File: config.mk
export PLATFORM = sky130hd
export DESIGN_NAME = isa_dma_front
export DESIGN_NICKNAME = d
export VERILOG_FILES = /design/src/rtl/isa_front_pkg.sv /design/src/rtl/isa_sync_bank.sv /design/src/rtl/isa_cycle_decode.sv /design/src/rtl/isa_dma_ctrl.sv /design/src/rtl/isa_dma_front.sv
export SDC_FILE = /design/constraint.sdc
export NUM_CORES = 1
export LEC_CHECK = 0
export BUFFER_PORTS_ARGS = -buffer_cell sky130_fd_sc_hd__buf_4
export CAP_MARGIN = 10
export CORE_ASPECT_RATIO = 0.8
export CORE_UTILIZATION = 30
export DETAILED_ROUTE_END_ITERATION = 8
export GPL_TIMING_DRIVEN = 1
export PLACE_DENSITY = 0.6
export SLEW_MARGIN = 0
export SYNTH_ARGS = -nofsm -noshare
export SYNTH_HDL_FRONTEND = slang
export SYNTH_SLANG_ARGS = --single-unit
File: constraint.sdc
create_clock -name clk -period 1 [get_ports clk]
set_input_delay 0 -clock clk [delete_from_list [all_inputs] [get_ports clk]]
set_output_delay 0 -clock clk [all_outputs]
set_load 0.05 [all_outputs]
File: src/rtl/isa_front_pkg.sv
package isa_front_pkg;

    localparam int ADDR_W = 10;
    localparam int SEL_W  = 3;
    localparam int DATA_W = 8;

    typedef enum logic [1:0] {
        MODE_AT  = 2'b00,
        MODE_PS2 = 2'b01,
        MODE_M30 = 2'b10,
        MODE_RSV = 2'b11
    } sys_mode_e;

    typedef struct packed {
        logic rd_n;
        logic wr_n;
        logic aen;
        logic dack_n;
        logic tc;
    } ctl_t;

    localparam ctl_t CTL_IDLE = '{rd_n: 1'b1, wr_n: 1'b1, aen: 1'b0,
                                  dack_n: 1'b1, tc: 1'b0};

    typedef struct packed {
        logic rd_fall;
        logic wr_fall;
        logic dack_fall;
    } edge_t;

    function automatic logic tc_asserted(sys_mode_e m, logic tc);
        return (m == MODE_PS2) ? ~tc : tc;
    endfunction

    function automatic edge_t find_edges(ctl_t now, ctl_t prev);
        edge_t e;
        e.rd_fall   = prev.rd_n   & ~now.rd_n;
        e.wr_fall   = prev.wr_n   & ~now.wr_n;
        e.dack_fall = prev.dack_n & ~now.dack_n;
        return e;
    endfunction

endpackage

File: src/rtl/isa_sync_bank.sv
module isa_sync_bank #(
    parameter int             W    = 1,
    parameter logic [W-1:0]   INIT = '0
) (
    input  logic         clk,
    input  logic         rst,
    input  logic [W-1:0] d_async,
    output logic [W-1:0] q_sync
);
    logic [W-1:0] stage1;

    for (genvar i = 0; i < W; i++) begin : g_bit
        always_ff @(posedge clk) begin
            if (rst) begin
                stage1[i] <= INIT[i];
                q_sync[i] <= INIT[i];
            end else begin
                stage1[i] <= d_async[i];
                q_sync[i] <= stage1[i];
            end
        end
    end
endmodule

File: src/rtl/isa_cycle_decode.sv
module isa_cycle_decode
    import isa_front_pkg::*;
#(
    parameter logic [ADDR_W-1:0] BASE_ADDR = 10'h3F0
) (
    input  logic              clk,
    input  logic              rst,
    input  logic [ADDR_W-1:0] addr_s,
    input  ctl_t              ctl_s,
    input  edge_t             edges,
    output logic [SEL_W-1:0]  reg_sel,
    output logic              reg_rd_en,
    output logic              reg_wr_en,
    output logic              dma_rd_en,
    output logic              dma_wr_en
);
    localparam int HI_W = ADDR_W - SEL_W;

    logic [ADDR_W-1:0] lat_addr;
    logic              cyc_rd;
    logic              cyc_wr;
    logic              win_hit;

    always_ff @(posedge clk) begin
        if (rst) begin
            lat_addr <= '0;
            cyc_rd   <= 1'b0;
            cyc_wr   <= 1'b0;
        end else begin
            if (edges.rd_fall || edges.wr_fall)
                lat_addr <= addr_s;

            if (edges.rd_fall)
                cyc_rd <= 1'b1;
            else if (ctl_s.rd_n)
                cyc_rd <= 1'b0;

            if (edges.wr_fall)
                cyc_wr <= 1'b1;
            else if (ctl_s.wr_n)
                cyc_wr <= 1'b0;
        end
    end

    assign win_hit   = (lat_addr[ADDR_W-1 -: HI_W] == BASE_ADDR[ADDR_W-1 -: HI_W]);
    assign reg_sel   = lat_addr[SEL_W-1:0];
    assign reg_rd_en = cyc_rd & win_hit & ~ctl_s.aen;
    assign reg_wr_en = cyc_wr & win_hit & ~ctl_s.aen;
    assign dma_rd_en = cyc_rd & ~ctl_s.dack_n;
    assign dma_wr_en = cyc_wr & ~ctl_s.dack_n;
endmodule

File: src/rtl/isa_dma_ctrl.sv
module isa_dma_ctrl
    import isa_front_pkg::*;
(
    input  logic      clk,
    input  logic      rst,
    input  sys_mode_e mode,
    input  ctl_t      ctl_s,
    input  edge_t     edges,
    input  logic      core_req,
    output logic      drq,
    output logic      xfer_done
);
    logic tc_acc;
    logic tc_acc_q;
    logic demand_rd;

    assign tc_acc    = ~ctl_s.dack_n & tc_asserted(mode, ctl_s.tc);
    assign demand_rd = ~ctl_s.dack_n & ~edges.dack_fall & edges.rd_fall;

    always_ff @(posedge clk) begin
        if (rst) begin
            tc_acc_q  <= 1'b0;
            xfer_done <= 1'b0;
        end else begin
            tc_acc_q  <= tc_acc;
            xfer_done <= tc_acc & ~tc_acc_q;
        end
    end

    always_ff @(posedge clk) begin
        if (rst)
            drq <= 1'b0;
        else if (tc_acc)
            drq <= 1'b0;
        else if (core_req)
            drq <= 1'b1;
        else if (edges.dack_fall || demand_rd)
            drq <= 1'b0;
    end
endmodule

File: src/rtl/isa_dma_front.sv
module isa_dma_front
    import isa_front_pkg::*;
#(
    parameter logic [ADDR_W-1:0] BASE_ADDR = 10'h3F0
) (
    input  logic              clk,
    input  logic              rst,
    input  logic [1:0]        cfg_mode,
    input  logic [ADDR_W-1:0] bus_addr,
    input  logic              bus_rd_n,
    input  logic              bus_wr_n,
    input  logic              bus_aen,
    input  logic              bus_dack_n,
    input  logic              bus_tc,
    input  logic              core_req,
    input  logic [DATA_W-1:0] core_rd_data,
    output logic              bus_drq,
    output logic [DATA_W-1:0] data_out,
    output logic              data_oe,
    output logic [SEL_W-1:0]  reg_sel,
    output logic              reg_rd_en,
    output logic              reg_wr_en,
    output logic              dma_rd_en,
    output logic              dma_wr_en,
    output logic              xfer_done
);
    localparam int CTL_W = $bits(ctl_t);

    ctl_t              ctl_raw;
    ctl_t              ctl_s;
    ctl_t              ctl_prev;
    edge_t             edges;
    logic [ADDR_W-1:0] addr_s;
    sys_mode_e         mode;

    assign ctl_raw = '{rd_n: bus_rd_n, wr_n: bus_wr_n, aen: bus_aen,
                       dack_n: bus_dack_n, tc: bus_tc};
    assign mode    = sys_mode_e'(cfg_mode);

    isa_sync_bank #(.W(CTL_W), .INIT(CTL_IDLE)) i_ctl_sync (
        .clk     (clk),
        .rst     (rst),
        .d_async (ctl_raw),
        .q_sync  (ctl_s)
    );

    isa_sync_bank #(.W(ADDR_W), .INIT('0)) i_addr_sync (
        .clk     (clk),
        .rst     (rst),
        .d_async (bus_addr),
        .q_sync  (addr_s)
    );

    always_ff @(posedge clk) begin
        if (rst) ctl_prev <= CTL_IDLE;
        else     ctl_prev <= ctl_s;
    end

    assign edges = find_edges(ctl_s, ctl_prev);

    isa_cycle_decode #(.BASE_ADDR(BASE_ADDR)) i_decode (
        .clk       (clk),
        .rst       (rst),
        .addr_s    (addr_s),
        .ctl_s     (ctl_s),
        .edges     (edges),
        .reg_sel   (reg_sel),
        .reg_rd_en (reg_rd_en),
        .reg_wr_en (reg_wr_en),
        .dma_rd_en (dma_rd_en),
        .dma_wr_en (dma_wr_en)
    );

    isa_dma_ctrl i_dma (
        .clk       (clk),
        .rst       (rst),
        .mode      (mode),
        .ctl_s     (ctl_s),
        .edges     (edges),
        .core_req  (core_req),
        .drq       (bus_drq),
        .xfer_done (xfer_done)
    );

    assign data_oe  = reg_rd_en | dma_rd_en;
    assign data_out = core_rd_data;
endmodule

* Word-level counts from Yosys, hierarchy flattened
Index checks and enable logic that the tools add are counted.
Word-level totals: bits in registers 48, input bits 28, output and inout bits 18, logic and storage cells 75
Cells by class: equal/unequal tests 2, muxes and demuxes 7, bitwise logic cells 21, reduce and logical (&&, ||, !) cells 6
Operator list (number):
- AND 1 bit | 13
- equality test 7 bit (second input constant) | 1
- 2-to-1 mux 1 bit | 7
- NOT 1 bit | 7
- nonzero test 2 bit | 3
- equality test 2 x 1 -> 1 bit (second input constant) | 1
- logical OR 1 bit | 2
- OR reduction 2 bit | 1
- OR 1 bit | 1

* Logic depth before layout (Yosys ltp)
Gate-level depths: netlist (run 1).
depth after elaboration 8, depth in mapped cells 4, gate-level depth less buffers 3

* Cells and area by module
A second synthesis (run 1) with hierarchy kept.
Second synthesis, totals: cell total of the unflattened synthesis 157, area, all modules 1727.9 µm²
By module, submodules not included:
- isa_sync_bank (i_addr_sync) | times used 1, cells an instance 42, area an instance 618.1 µm², sequential area each 400.4 µm²
- isa_cycle_decode | times used 1, cells an instance 64, area an instance 553.0 µm², sequential area each 240.2 µm²
- isa_sync_bank (i_ctl_sync) | times used 1, cells an instance 20, area an instance 262.8 µm², sequential area each 200.2 µm²
- isa_dma_front | times used 1, cells an instance 18, area an instance 163.9 µm², sequential area each 60.1 µm²
- isa_dma_ctrl | times used 1, cells an instance 13, area an instance 130.1 µm², sequential area each 60.1 µm²

* Worst setup path before layout (run 1)
OpenSTA, ideal clock, no wires.
path type reg2out, start reg i_decode.cyc_rd, end out dma_rd_en, arrival 1.046 ns, required time 1.000 ns, path slack -0.046 ns, cell stages (with the launch flop) 2, path buffers 0, cells stage by stage dfxtp_1 nor2b_1
Between the ends: cells in the longest elaborated chain, start to end 1
Ends and longest elaborated chain:
- from (decl) | RTL line isa_cycle_decode.sv:20 | logic cyc_rd;
- from (signal assigned) | RTL line isa_cycle_decode.sv:27 | cyc_rd <= 1'b0;
- from (signal assigned) | RTL line isa_cycle_decode.sv:34 | cyc_rd <= 1'b1;
- from (signal assigned) | RTL line isa_cycle_decode.sv:36 | cyc_rd <= 1'b0;
- AND 1 bit | RTL line isa_cycle_decode.sv:49 | assign dma_rd_en = cyc_rd & ~ctl_s.dack_n;
- to (decl) | RTL line isa_dma_front.sv:23 | output logic dma_rd_en,
No other way between the ends.

* Worst setup path after layout (run 1)
start reg i_decode.lat_addr[3], end out data_oe
Between the ends: cells in the longest elaborated chain, start to end 4
Ends and longest elaborated chain:
- from (decl) | RTL line isa_cycle_decode.sv:19 | logic [ADDR_W-1:0] lat_addr;
- from (signal assigned) | RTL line isa_cycle_decode.sv:31 | lat_addr <= addr_s;
- equality test 7 bit | RTL line isa_cycle_decode.sv:45 | assign win_hit = (lat_addr[ADDR_W-1 -: HI_W] == BASE_ADDR[ADDR_W-1 -: HI_W]);
- AND 1 bit (2 in a row) | RTL line isa_cycle_decode.sv:47 | assign reg_rd_en = cyc_rd & win_hit & ~ctl_s.aen;
- OR 1 bit | RTL line isa_dma_front.sv:85 | assign data_oe = reg_rd_en | dma_rd_en;
- to (decl) | RTL line isa_dma_front.sv:19 | output logic data_oe,
No other way between the ends.

==> metrics.md, run 1 <==
| Metric | Value |
|---|---|
| Gpl congestion | `a little under 0.7` |
| R2r setup slk | `0.06 ns` |
| Gr usage total | `between 10% and 20%` |
| Share of cells above drive strength 1 | `between 30% and 40%` |
| Largest cells by area after synthesis | `dfxtp_1, nor2b_1, buf_4, or2_2, a21oi_1` |
| Internal power | `2.90 mW` |
| RSZ-0062 raised after global routing | `yes` |
| Max-cap violation count | `0` |
| Row cnt | `23` |
| FF-to-FF Start | `i_ctl_sync.q_sync[1]` |
| Cell variety after synth | `21` |
| Sw Share | `21.3%` |
| Worst skew pair latency | `0.30 ns` |
| Setup CP Type | `register to primary output` |
| Final Critical Period | `1.27 ns` |
| RR Endpoint | `i_dma.drq` |
| Yosys top cell area share | `59.4%` |
| Initial antenna violation count | `0` |
| Post-synthesis simple-gate area fraction | `24.1%` |
| Global-route wire length before repair | `4460 µm` |
| Post-DP HPWL | `1700 µm` |
| Initial DRT Pass Iterations | `6` |
| Setup WS post-layout | `-0.275 ns` |
| Die area | `5690 µm²` |
| Num CTS Buffers | `5` |
| Adder-cell share of the synthesized area | `0%` |
| Worst path required time | `1.00 ns` |
| Reg power frac | `between 50% and 60%` |
| Synth Area in Compound Gates | `7.42%` |
| Mapped cell area | `roughly 1600 µm²` |
| Area growth syn-to-layout | `36.0%` |
| Height of the die | `67.7 µm` |
| Via/cell ratio | `approximately 4.2` |
| R2R cell count | `5` |
| GRT overflow | `0` |
| Peak VDD IR | `0.000852 V` |
| Initial Util | `between 30% and 40%` |
| Clock transition at path regs | `~0.080 ns` |
| Crit path arrival time | `1.27 ns` |
| Finish-stage setup viols | `4` |
| Leading area contributor after synthesis | `dfxtp_1` |
| Clk buf depth | `2` |
| Count leader, synth | `dfxtp_1` |
| Largest net degree at the start of global routing | `35` |
| Crit path largest cell delay | `between 0.3 and 0.4 ns` |
| Largest family of logic cells by synthesized area | `simple AND/OR/NAND/NOR gates` |
| Antenna Nets Post-Route | `0` |
| Power Total | `3.69 mW` |
| Hold WS | `0.0000164 ns` |
| DRT iter0 DRCs | `between 80 and 90` |
| Comb pwr share | `7.7%` |
| Slew @ Worst Pin | `between 0.3 and 0.4 ns` |
| Failing checks | `DRC, setup timing` |
| Number of flops mapped to enable cells by yosys | `0` |
| CP Capture Type | `primary output` |
| Main synth FF type | `dfxtp_1` |
| Mux contribution to synthesized area | `0%` |
| Most frequent cells after synthesis | `dfxtp_1, nor2b_1, buf_4` |
| Syn_nets | `184` |
| Static leakage | `0.886 nW` |
| Sequential area share after synthesis | `59.4%` |
| Die X | `84.1 µm` |
| Post-Syn Instances | `approximately 160` |
| Worst Hold End | `data_out[3]` |
| Final Max Slew Viols | `0` |
| YS warnings | `0` |
| Routed WL per cell | `between 10 and 15 µm` |
| Relative slew slack | `78.8%` |
| Final Skew | `0.00694 ns` |
| Filler cell count | `approximately 480` |
| CTS sink cnt | `48` |
| Seq cells post-synth | `48` |
| Startpoint Class | `register` |
| DRC errors left | `4` |
| CTS tree | `yes` |
| Mean Syn Cell Area | `between 10 and 15 µm²` |
| Switching pwr | `0.787 mW` |
| Crit Path Max Fanout | `2` |
| H-tree Lvls | `2` |
| Nets@finish | `223` |
| I/O pin total | `46` |
| Vias in the first global route | `1041` |
| Status | `finished, violations left` |
| Clock power share | `between 30 and 40%` |
| Core area | `between 5000 and 6000 µm²` |
| Port Buf Inserts | `29` |
| Min-delay src | `core_rd_data[3]` |
| Post-Synth XOR/XNOR Area | `less than 1%` |
| Tcrit/Tclk final | `127%` |
| TNS Setup | `-0.870 ns` |
| Max Fclk | `784 MHz` |
| Vias | `1087` |
| Hold depth | `0` |
| Post-synth ARST share | `0%` |
| Critical path's slowest cell | `dfxtp_2` |
| Worst Hold Class | `primary input to primary output` |
| Root Buffer | `clkbuf_8` |
| Antenna Cells | `0` |
| Final WL | `2840 µm` |
| Critical path cell sequence | `nand4b_1 -> o21ai_1 -> and2_4 -> buf_8` |
| Power per Cell Area | `1680 nW/µm²` |
| Hold Vio Cnt, Final | `0` |
worst max-delay path, delay by kind of cell (launching register included):
family | cells | cell delay [ns]
simple gates | 2 | 0.36
compound gates | 1 | 0.16
buf+inv | 1 | 0.14
flops | 1 | 0.33
through the flow:
stage | worst slack (ns) | util [%] | instance area (µm²) | cells
global route | -0.360 | 43.2 | 2200 | 258
detailed placement | -0.197 | 35.8 | 1820 | 232
CTS | -0.295 | 41.8 | 2130 | 255
finish | -0.275 | 43.2 | 2200 | 258
floorplan | 0.0170 | - | 1620 | 156
global placement | -0.168 | 35.8 | 1820 | 232
power groups by stage:
stage / registers [mW] / clock network [mW] / logic [mW]
2_1_floorplan: 2.06 / 0 / 0.215
3_3_place_gp: 2.05 / 0 / 0.223
3_5_place_dp: 2.05 / 0 / 0.224
4_1_cts: 2.01 / 1.44 / 0.275
5_1_grt: 2.02 / 1.51 / 0.310
6_report: 2.01 / 1.39 / 0.284
registers in the layout, indices dropped and copies added (netlist names), 3 cells and up:
register and flops:
i_addr_sync.q_sync 10, i_addr_sync.stage1 10, i_decode.lat_addr 10, i_ctl_sync.q_sync 5, ctl_prev 3, i_ctl_sync.stage1 5
cells by family after synthesis:
logic type / count (synthesis)
xor gates and xnor gates: 1
AOI/OAI and AO/OA: 23
DFF: 48
buffers and inverters: 19
and+or+nand+nor: 65
cells in the final DEF (no fill, tap or decap), drive strengths merged:
| master | Yosys | layout |
|---|---|---|
| nand4b | 2 | 2 |
| xnor2 | 1 | 1 |
| nand3 | 10 | 10 |
| or2 | 9 | 9 |
| nor2 | 9 | 9 |
| buf | 18 | 33 |
| dlygate4sd3 | 0 | 15 |
| clkbuf | 1 | 5 |
| a21oi | 10 | 10 |
| o21ai | 12 | 12 |
| dfxtp | 48 | 48 |
| clkinv | 0 | 2 |
| o211a | 1 | 1 |
| bufinv | 0 | 1 |
| nor2b | 29 | 31 |
| or2b | 1 | 2 |
| nand2b | 1 | 1 |
| and2 | 3 | 3 |
| nor3 | 1 | 1 |
worst max-delay path by stage:
stage	startpoint	to	slack, ns	depth (start not counted)
4_1_cts	i_decode.lat_addr[3]	reg_rd_en	-0.29	4
3_5_place_dp	ctl_prev[3]	i_decode.lat_addr[5]	-0.20	3
3_3_place_gp	ctl_prev[3]	i_decode.lat_addr[1]	-0.17	3
5_1_grt	i_decode.lat_addr[3]	data_oe	-0.36	4
2_1_floorplan	i_ctl_sync.q_sync[2]	reg_rd_en	0.02	3
6_report	i_decode.lat_addr[3]	data_oe	-0.27	4
timing repair:
item                                   CTS  global route
pin swaps                                1             3
buffers inserted                         0             1
gates cloned                             0             3
resized for setup                       12            20
hold buffers                            15             0
endpoints found under the hold margin   15             0
setup endpoints to repair               15            16
routing by layer:
metal / part of all wire (%) / global-route usage [%]
met3: 4.8 / 3.67
met5: 0 / 0
met2: 44 / 16.8
met1: 49 / 11.8
met4: 2.3 / 8.41
final cells by class:
cell class / count / area, µm² / area share [%]
flip-flops and latches: 48 / 975 / 44.3
multi-input cells: 92 / 599 / 27.2
repair buffers: 48 / 432 / 19.6
well taps: 62 / 77.6 / 3.53
clock buffers: 5 / 68.8 / 3.13
clock inverters: 3 / 47.5 / 2.16
(Power assumes the default switching activity.)
==> run 2: changes to the inputs <==
--- a/config.mk
+++ b/config.mk
@@ -8,10 +8,10 @@
 export BUFFER_PORTS_ARGS = -buffer_cell sky130_fd_sc_hd__buf_4
 export CAP_MARGIN = 10
 export CORE_ASPECT_RATIO = 0.8
-export CORE_UTILIZATION = 30
+export CORE_UTILIZATION = 50
 export DETAILED_ROUTE_END_ITERATION = 8
 export GPL_TIMING_DRIVEN = 1
-export PLACE_DENSITY = 0.6
+export PLACE_DENSITY = 0.86
 export SLEW_MARGIN = 0
 export SYNTH_ARGS = -nofsm -noshare
 export SYNTH_HDL_FRONTEND = slang
==> metrics.md, run 2 (same netlist as run 1, synthesis figures left out) <==
| Metric | Value |
|---|---|
| Filler cell count | `221` |
| Max Fclk | `770 MHz` |
| Initial DRT Pass Iterations | `6` |
| Row cnt | `18` |
| Gr usage total | `a little under a fifth` |
| Port Buf Inserts | `29` |
| CTS sink cnt | `48` |
| Crit Path Max Fanout | `2` |
| Global-route wire length before repair | `4530 µm` |
| Height of the die | `52.9 µm` |
| H-tree Lvls | `2` |
| Post-route insts no fill | `236` |
| Final WL | `around 3100 µm` |
| Commonest non-fill, non-tap cell in the layout | `dfxtp_1` |
| Die area | `roughly 3500 µm²` |
| CTS tree | `yes` |
| Largest regs | `i_addr_sync.q_sync: 10 flops, i_addr_sync.stage1: 10 flops, i_decode.lat_addr: 10 flops` |
| Vias in the first global route | `1061` |
| Max-cap violation count | `0` |
| Die X | `65.6 µm` |
| Crit path arrival time | `approximately 1.3 ns` |
| Gpl congestion | `0.778` |
| Power Total | `3.44 mW` |
| Worst skew pair latency | `0.29 ns` |
| Root Buffer | `clkbuf_8` |
| Post-DP HPWL | `between 1500 and 2000 µm` |
| Share of cells above drive strength 1 | `between 30% and 40%` |
| Routed WL per cell | `roughly 13 µm` |
| Largest net degree at the start of global routing | `32` |
| Placed Cells incl. Taps | `around 210` |
| Static leakage | `0.876 nW` |
| DRT iter0 DRCs | `88` |
| DRC errors left | `0` |
| TNS Setup | `-0.905 ns` |
| Initial Util | `52.4%` |
| Slew @ Worst Pin | `0.300 ns` |
| Failing checks | `setup timing` |
| Via/cell ratio | `just under 5` |
| Initial antenna violation count | `0` |
| Hold Vio Cnt, Final | `0` |
| Nets@finish | `223` |
| Setup WS post-layout | `-0.298 ns` |
| Final Critical Period | `1.30 ns` |
| Worst Hold Class | `primary input to primary output` |
| GRT overflow | `0` |
| Final Skew | `0.00339 ns` |
| Antenna Nets Post-Route | `0` |
| CP Capture Type | `primary output` |
| Finish-stage setup viols | `5` |
| RSZ-0062 raised after global routing | `yes` |
| Peak VDD IR | `0.00121 V` |
| Final Max Slew Viols | `0` |
| Antenna Cells | `0` |
| Startpoint Class | `register` |
| Clk buf depth | `2` |
| Area growth syn-to-layout | `32.3%` |
| Num CTS Buffers | `5` |
| Vias | `about 1200` |
| Tcrit/Tclk final | `130%` |
| Core area | `just over 3000 µm²` |
| Worst path required time | `1.00 ns` |
| Power per Cell Area | `between 1500 and 2000 nW/µm²` |
| Setup CP Type | `register to primary output` |
| Relative slew slack | `79.9%` |
| Status | `finished, violations left` |
| I/O pin total | `46` |
| Clock transition at path regs | `0.08 ns` |
| Most frequent cells in the layout | `dfxtp_1, buf_4, nor2b_1` |
-- run 2: cell type report --
type / instances / area, µm² / share of cell area (%)
flip-flops and latches: 48 / 970 / 45.3
multi-input cells: 92 / 601 / 28.1
repair buffers: 48 / 428 / 20.0
well taps: 40 / 50.0 / 2.34
clock inverters: 2 / 10.0 / 0.468
clock buffers: 6 / 82.6 / 3.86
-- run 2: path summary, 6_finish.rpt --
path	end	depth (start not counted)	slack [ns]	startpoint
max	data_oe	4	-0.30	i_decode.lat_addr[3]
min	data_out[1]	0	0.00002	core_rd_data[1]
max reg2reg	i_decode.lat_addr[3]	3	0.04	ctl_prev[4]
min reg2reg	i_ctl_sync.q_sync[4]	1	0.42	i_ctl_sync.stage1[4]
-- run 2: power breakdown --
part / switching (mW) / total (mW) / internal, mW
logic: 0.125 / 0.294 / 0.168
clock network: 0.580 / 1.13 / 0.551
registers: 0.0316 / 2.01 / 1.98
total: 0.737 / 3.44 / 2.70
-- run 2: through the flow --
step	area (µm²)	setup WS, ns	hold WS (ns)	util (%)
after floorplan	1620	0.0170	0.0716	-
after global placement	1780	-0.0595	0.000341	57.5
after detailed placement	1780	-0.145	0.000341	57.5
after CTS	2080	-0.276	0.000341	67.5
after global routing	2140	-0.375	0.000110	69.4
final	2140	-0.298	0.0000220	69.4
-- run 2: layer usage --
metal	track usage (%)	part of all wire [%]	vias up
li1	-	-	572
met1	19.8	40	520
met2	30.2	52	55
met3	8.19	6.7	6
met4	9.42	1.6	0
met5	0	0	-
-- run 2: critical path, stage by stage, from the launching register on --
cell and delay (ns):
dfxtp_2 0.33, nand4b_1 0.20, o21ai_1 0.18, and2_4 0.16, buf_8 0.13
-- run 2: timing repair --
| action | CTS | global route |
|---|---|---|
| hold buffers | 15 | 0 |
| gates cloned | 0 | 3 |
| pin swaps | 3 | 3 |
| endpoints found under the setup margin | 15 | 18 |
| endpoints found under the hold margin | 15 | 0 |
| gates resized for setup | 18 | 13 |
| setup buffers | 1 | 0 |
